===== config.mk =====
export PLATFORM = sky130hd
export DESIGN_NAME = tgtless_btb
export DESIGN_NICKNAME = d
export VERILOG_FILES = /design/src/rtl/btb_pkg.sv /design/src/rtl/btb_cam.sv /design/src/rtl/btb_rr.sv /design/src/rtl/tgtless_btb.sv
export SDC_FILE = /design/constraint.sdc
export NUM_CORES = 1
export LEC_CHECK = 0
export ABC_AREA = 1
export ABC_CLOCK_PERIOD_IN_PS = 14850
export BUFFER_PORTS_ARGS = -buffer_cell sky130_fd_sc_hd__buf_2
export CORE_ASPECT_RATIO = 1.25
export CORE_MARGIN = 2
export CORE_UTILIZATION = 47
export CTS_CLUSTER_SIZE = 40
export DETAILED_ROUTE_END_ITERATION = 16
export PLACE_DENSITY = 0.65
export SLEW_MARGIN = 20
export SYNTH_ARGS = -nofsm -noshare
export SYNTH_HDL_FRONTEND = slang
export SYNTH_SLANG_ARGS = --single-unit

===== constraint.sdc =====
create_clock -name clk -period 14.85 [get_ports clk]
set_input_delay 1.485 -clock clk [delete_from_list [all_inputs] [get_ports clk]]
set_output_delay 1.485 -clock clk [all_outputs]
set_load 0.005 [all_outputs]

===== src/rtl/btb_pkg.sv =====
package btb_pkg;
  typedef enum logic [1:0] {
    PK_NONE    = 2'd0,
    PK_TARGET  = 2'd1,
    PK_UNKNOWN = 2'd2
  } pkind_t;
endpackage


===== src/rtl/btb_cam.sv =====
module btb_cam #(
  parameter int PC_W  = 32,
  parameter int N_ENT = 4
) (
  input  logic [N_ENT-1:0]           used,
  input  logic [N_ENT-1:0][PC_W-1:0] tags,
  input  logic [PC_W-1:0]            key,
  output logic [N_ENT-1:0]           hit
);
  for (genvar g = 0; g < N_ENT; g++) begin : g_cmp
    assign hit[g] = used[g] && (tags[g] == key);
  end
endmodule


===== src/rtl/btb_rr.sv =====
module btb_rr #(
  parameter int N_ENT = 4,
  localparam int IDX_W = (N_ENT > 1) ? $clog2(N_ENT) : 1
) (
  input  logic             clk,
  input  logic             rst,
  input  logic             adv,
  output logic [IDX_W-1:0] ptr
);
  always_ff @(posedge clk) begin
    if (rst) begin
      ptr <= '0;
    end else if (adv) begin
      if (ptr == IDX_W'(N_ENT - 1)) ptr <= '0;
      else                          ptr <= ptr + 1'b1;
    end
  end
endmodule


===== src/rtl/tgtless_btb.sv =====
module tgtless_btb #(
  parameter int PC_W  = 32,
  parameter int N_ENT = 4
) (
  input  logic            clk,
  input  logic            rst,
  input  logic [PC_W-1:0] fetch_pc,
  input  logic            res_vld,
  input  logic            res_kill,
  input  logic [PC_W-1:0] res_pc,
  input  logic            res_taken,
  input  logic [PC_W-1:0] res_tgt,
  output logic [PC_W-1:0] pred_npc,
  output logic            pred_redir,
  output logic            pred_unk
);
  import btb_pkg::*;
  localparam int IDX_W = (N_ENT > 1) ? $clog2(N_ENT) : 1;

  logic [N_ENT-1:0][PC_W-1:0] tag_q;
  logic [N_ENT-1:0][PC_W-1:0] tgt_q;
  logic [N_ENT-1:0]           used_q;
  logic [N_ENT-1:0]           vld_q;

  logic [N_ENT-1:0] lk_hit;
  logic [N_ENT-1:0] up_hit;
  logic [IDX_W-1:0] ptr_q;

  btb_cam #(.PC_W(PC_W), .N_ENT(N_ENT)) u_lk_cam (
    .used(used_q), .tags(tag_q), .key(fetch_pc), .hit(lk_hit)
  );
  btb_cam #(.PC_W(PC_W), .N_ENT(N_ENT)) u_up_cam (
    .used(used_q), .tags(tag_q), .key(res_pc), .hit(up_hit)
  );

  // lookup select
  logic            lk_vld;
  logic [PC_W-1:0] lk_tgt;
  pkind_t          lk_kind;
  always_comb begin
    lk_vld = 1'b0;
    lk_tgt = '0;
    for (int i = 0; i < N_ENT; i++) begin
      if (lk_hit[i]) begin
        lk_vld = vld_q[i];
        lk_tgt = tgt_q[i];
      end
    end
    if (!lk_vld)            lk_kind = PK_NONE;
    else if (lk_tgt == '0)  lk_kind = PK_UNKNOWN;
    else                    lk_kind = PK_TARGET;
  end

  always_ff @(posedge clk) begin
    if (rst) begin
      pred_npc   <= '0;
      pred_redir <= 1'b0;
      pred_unk   <= 1'b0;
    end else begin
      pred_npc   <= (lk_kind == PK_TARGET) ? lk_tgt : fetch_pc + PC_W'(4);
      pred_redir <= (lk_kind == PK_TARGET);
      pred_unk   <= (lk_kind == PK_UNKNOWN);
    end
  end

  // training
  logic             res_go;
  logic             up_any;
  logic             alloc_fire;
  logic [IDX_W-1:0] up_idx;
  logic [IDX_W-1:0] wr_idx;
  always_comb begin
    up_idx = '0;
    for (int i = 0; i < N_ENT; i++) begin
      if (up_hit[i]) up_idx = IDX_W'(i);
    end
  end
  assign res_go     = res_vld && !res_kill;
  assign up_any     = |up_hit;
  assign alloc_fire = res_go && !up_any;
  assign wr_idx     = up_any ? up_idx : ptr_q;

  btb_rr #(.N_ENT(N_ENT)) u_rr (
    .clk(clk), .rst(rst), .adv(alloc_fire), .ptr(ptr_q)
  );

  always_ff @(posedge clk) begin
    if (rst) begin
      used_q <= '0;
      vld_q  <= '0;
    end else if (res_go) begin
      used_q[wr_idx] <= 1'b1;
      vld_q[wr_idx]  <= res_taken;
    end
  end

  // payload storage without reset
  always_ff @(posedge clk) begin
    if (res_go) begin
      tag_q[wr_idx] <= res_pc;
      tgt_q[wr_idx] <= res_tgt;
    end
  end
endmodule


**Word level (Yosys, flattened, before mapping)**

Cells that the tools add are included.
W data, S select, Z words.

- Add/sub/neg operators: 2
- Equality and inequality tests: 11
- Mux-type cells: 23
- $lt $le $gt $ge: 2
- Reductions and logical operators: 15
- Bitwise logic cells: 1

Operators with widths:

| cell | number |
|---|---|
| $bwmux W128 | 2 |
| $eq A32 B32 Y1 | 8 |
| $mux W32 | 6 |
| $demux W32 S2 | 1 |
| $add A32 B3 Y32 const B | 1 |
| $logic_not A32 Y1 | 1 |
| $mux W2 | 6 |
| $logic_and A1 B1 Y1 | 11 |
| $mux W1 | 6 |
| $bwmux W4 | 1 |
| $eq A2 B2 Y1 const B | 2 |
| $or A4 B4 Y4 | 1 |
| $reduce_or A4 Y1 | 1 |
| $lt A2 B3 Y1 const B | 1 |
| $add A2 B1 Y2 const B | 1 |
| $demux W1 S2 | 1 |
| $eq A2 B1 Y1 const B | 1 |
| $ge A2 B1 Y1 const B | 1 |
| $logic_not A1 Y1 | 2 |

- Output and inout bits: 34
- Word-level logic and storage cells: 68
- Flip-flop bits (word level): 300

**Depth between registers and ports, before layout**

- Word-level depth: 11
- Gate-level depth with buffers: 24
- Depth with buffers taken out: 21

**Modules after synthesis**

A second synthesis with hierarchy kept.

- Cells, all modules: 1851
- Area total of the unflattened synthesis: 15655.0 sq um

Modules (own cells, without submodules):

| module | instances | area each (sq um) | cells an instance |
|---|---|---|---|
| tgtless_btb | 1 | 11335.9 | 855 |
| btb_cam | 2 | 2109.5 | 491 |
| btb_rr | 1 | 100.1 | 14 |

**Least setup slack after synthesis**

No wires, ideal clock.

- Path type: input port to flip-flop
- From: input port res_pc[24]
- To: register tag_q[100] (netlist name) (enable)
- Stages on the path: 12
- Slack: 8.909 ns
- Arrival time: 5.454 ns
- Library setup time: 0.488 ns
- Data required time: 14.362 ns
- Cells stage by stage: clkbuf_1 o22ai_1 nor2_1 nand2_1 nor4_1 nand3_1 nor3_1 inv_1 and2_1 nand3_1 nand2_1 nor2_1

RTL lines:

| what | line | RTL |
|---|---|---|
| start: declaration | tgtless_btb.sv:10 | `input logic [PC_W-1:0] res_pc,` |
| end signal: indexed assignment | tgtless_btb.sv:100 | `tag_q[wr_idx] <= res_pc;` |
| end: declaration | tgtless_btb.sv:20 | `logic [N_ENT-1:0][PC_W-1:0] tag_q;` |

**Worst setup path after layout**

- From: input port fetch_pc[29]
- To: register pred_npc[24]

- Word-level cells in the longest chain between the ends: 11
- Elaborated cells between the ends (all ways): 21
- Classes of those cells: eq/ne (5); mux (11); reduce/logical (5)

Ends and longest elaborated chain:

| what | line | RTL |
|---|---|---|
| start: declaration | tgtless_btb.sv:7 | `input logic [PC_W-1:0] fetch_pc,` |
| $eq A32 B32 Y1 | btb_cam.sv:11 | `assign hit[g] = used[g] && (tags[g] == key);` |
| $logic_and A1 B1 Y1 | btb_cam.sv:11 |  |
| $mux W32 (4 in a row) | tgtless_btb.sv:44 | `if (lk_hit[i]) begin` |
| $logic_not A32 Y1 | tgtless_btb.sv:50 | `else if (lk_tgt == '0) lk_kind = PK_UNKNOWN;` |
| $mux W2 | tgtless_btb.sv:50 |  |
| $mux W2 | tgtless_btb.sv:49 | `if (!lk_vld) lk_kind = PK_NONE;` |
| $eq A2 B1 Y1 | tgtless_btb.sv:60 | `pred_npc <= (lk_kind == PK_TARGET) ? lk_tgt : fetch_pc + PC_W'(4);` |
| $mux W32 * | tgtless_btb.sv:60 |  |
| end signal: assignment | tgtless_btb.sv:60 |  |
| end: declaration | tgtless_btb.sv:13 | `output logic [PC_W-1:0] pred_npc,` |

Mark *: on every way between the ends. The rest lies on a longest branch, timed or not.
A chain may end at the register's enable or synchronous reset.

==> results.sh <==
export IMPL_status="finished clean"
export IMPL_grt_usage_pct=35.40
export IMPL_htree_levels=1
export IMPL_ctsHoldBuffers=0
export IMPL_die_x_um=164.7
export IMPL_max_clock_freq_ghz=0.1883
export IMPL_crit_buf_inv=3
export IMPL_synth_cell_type_count=42
export IMPL_crit_family="simple AND/OR/NAND/NOR gates"
export IMPL_gr_usage_met2_pct=60.25
export IMPL_drtIter0Drc=1053
export IMPL_fin_nets=1885
export IMPL_critical_path_max_stage_delay_ps=580
export IMPL_cp_max_fo=34
export IMPL_clk_pin_slew_ps=60
export IMPL_critPathSlowestCell="inv_2"
export IMPL_grt_overflow_total=0
export IMPL_grt_setup_unrepaired="false"
export IMPL_drive_gt1_share_pct=12.74
export IMPL_ys_warnings_count=0
export IMPL_start_util_pct=47.74
export IMPL_clock_sinks=300
export IMPL_synth_most_common_cell="nand2_1"
export IMPL_slew_viol_final=0
export IMPL_regArea_um2=8568
export IMPL_gp_congestion=1.051
export IMPL_die_h_um=204.9
export IMPL_route_detailed_drc=0
export IMPL_cp_common_cell="nand2_1"
export IMPL_worstMarginPinSlew_ps=1078
export IMPL_grt_antenna_before_repair=0
export IMPL_r2r_start="tag_q[55]$_DFFE_PP_"
export IMPL_ctsResizeCount=0
export IMPL_vias=12592
export IMPL_cap_violations=0
export IMPL_synthToLayoutAreaGrowth_pct=13.39
export IMPL_synth_nets=1772
export IMPL_hold_path_startpoint="vld_q[1]$_SDFFE_PP0P_"
export IMPL_grt_use_met3_pct=4.940
export IMPL_final_fill_count=2927
export IMPL_async_flop_share_pct=0
export IMPL_crit_path_end_kind="flip-flop"
export IMPL_ioPinCount=135
export IMPL_synth_edf_count=256
export IMPL_fin_crit_sh_pct=35.76
export IMPL_port_buffers=134
export IMPL_final_util_pct=54.13
export IMPL_n_antenna_cell=0
export IMPL_clock_latency_ps=590
export IMPL_via_per_inst=5.677
export IMPL_setup_tns_ps=0
export IMPL_synth_cells=1669
export IMPL_hold_viol_final=0
export IMPL_core_rowCount=73
export IMPL_wire_per_inst_um=26.69
export IMPL_grt_most_used_layer="met2"
export IMPL_synth_largest_area_cell="edfxtp_1"
export IMPL_synthTopCellsByCount="nand2_1 (445), edfxtp_1 (256), inv_1 (203), nor2_1 (110), nand3_1 (94)"
export IMPL_power_density_nw_per_um2=111.5
export IMPL_worstPathCellList="buf_2 -> nand2_1 -> nand2_1 -> nor2_1 -> nand2_1 -> nor2_1 -> nand3_1 -> nor2_2 -> buf_4 -> inv_2 -> nand2_1 -> nand2_1 -> nand2_1 -> o21ai_1 -> nand2_1 -> nor2_1 -> nand2_1 -> nor2_1 -> nand2_2 -> nand2_4 -> nand3_1 -> nand2_1"
export IMPL_ir_drop_mv=0.1409
export IMPL_fin_crit_ps=5311
export IMPL_grtUsageMet1_pct=41.34
export IMPL_post_cts_buffers=0
export IMPL_cts_buffer_depth=3
export IMPL_cts_tree="yes"
export IMPL_synth_top_flop_cell="edfxtp_1"
export IMPL_wl_um=59200
export IMPL_grt_max_degree=70
export IMPL_grt_pass1_vias=12242
export IMPL_cts_root_buf="clkbuf_16"
export IMPL_setup_viol=0
export IMPL_hpwl_um=43910
export IMPL_startpoint="fetch_pc[29]"
export IMPL_slew_headroom_pct=28.11
export IMPL_fin_hold_ws_ps=523.1
export IMPL_ys_seq_area_share_pct=56.46
export IMPL_die_area_um2=33750
export IMPL_worstSetupStartpointType="input port"
export IMPL_hold_class="flip-flop to flip-flop"
export IMPL_synth_top_cell_area_share_pct=50.66
export IMPL_numCtsBuffers=30
export IMPL_p_leak_nw=7.576
export IMPL_core_um2=31790
export IMPL_postRouteAntennaNets=0
export IMPL_critPathKind="input port to flip-flop"
export IMPL_postSynthAreaPerCell_um2=9.092
export IMPL_worstPathArrival_ps=5810
export IMPL_synth_area_top_cells="edfxtp_1 (51%), nand2_1 (11%), dfxtp_1 (5.8%)"
export IMPL_ys_ff_latch=300
export IMPL_grt_pass1_wl_um=83550
export IMPL_first_pass_iters=5
export IMPL_skew_ps=28.43
export IMPL_cp_required_ps=15350
export IMPL_netlist_area_um2=15170
export IMPL_multi_input_area_um2=5475
final timing paths:
kind	endpoint	slack (ps)	depth (start not counted)
worst min-delay path	vld_q[1]$_SDFFE_PP0P_	520	4
worst max-delay path	pred_npc[24]$_SDFF_PP0_	9540	22
worst min register to register	vld_q[1]$_SDFFE_PP0P_	520	4
worst max register to register	pred_npc[24]$_SDFF_PP0_	10260	22
routing by layer:
metal | part of all wire (%) | vias up
met4 | 7.9 | 0
met3 | 6.2 | 189
met1 | 37 | 6039
met5 | 0 | -
li1 | - | 5789
met2 | 49 | 575
cells by family (layout without fill, tap and decap cells):
| group | Yosys count | count (layout) | synth area share, % |
|---|---|---|---|
| and+or+nand+nor | 784 | 784 | 22.39 |
| AOI/OAI and AO/OA | 194 | 194 | 7.256 |
| DFF | 300 | 300 | 56.46 |
| adders and majority gates | 2 | 2 | 0.1649 |
| xor gates and xnor gates | 107 | 107 | 6.176 |
| buffers and inverters | 282 | 419 | 7.553 |
worst reg2reg max path: stages (launching register included):
cell	delay (ps)
edfxtp_1	360
inv_1	300
nand2_1	120
o21ai_0	240
nor2_1	130
nand2_1	150
nor2_1	50
nand3_1	100
nor2_2	50
buf_4	260
inv_2	610
nand2_1	130
nand2_1	90
nand2_1	60
o21ai_1	280
nand2_1	100
nor2_1	100
nand2_1	80
nor2_1	120
nand2_2	410
nand2_4	490
nand3_1	150
nand2_1	130
layout make-up:
class,count,share of cell area [%]
clock buffer,44,5.345
clock inverter,12,0.8144
inverter,217,4.734
multi-input combinational,1087,31.82
sequential,300,49.80
tap,412,2.996
timing repair buffer,146,4.494
sequential cells by signal, indices dropped and copies added, names as in the netlist:
name,cells
pred_npc,32
pred_redir,1
pred_unk,1
tag_q,128
tgt_q,128
u_rr.ptr,2
used_q,4
vld_q,4
stage by stage:
stage	instance area [um2]	instances	power, mW	setup WS [ps]
CTS	17190	2217	1.924	9596
global placement	16130	2161	1.121	9022
floorplan	15170	1669	1.035	8909
detailed placement	16130	2161	1.120	9003
global route	17210	2218	1.964	9278
finish	17210	2218	1.918	9539
where the power goes:
group          switching, mW  leakage (nW)  internal (mW)
clock                  0.331         0.511          0.481
combinational          0.116          4.38         0.0423
sequential            0.0119          2.69          0.937
cells in the final DEF, fill, tap and decap left out, types with 13 or more instances in the layout:
cell	n
nand2_1	445
edfxtp_1	256
inv_1	200
buf_2	134
nor2_1	108
nand3_1	94
xor2_1	80
a21oi_1	73
nand4_1	51
o21ai_0	49
dfxtp_1	44
o22ai_1	37
clkbuf_16	35
xnor2_1	27
nor3_1	24
inv_2	17
or2_0	14
nor4_1	13
No activity file was read; power rests on OpenSTA's default activity.
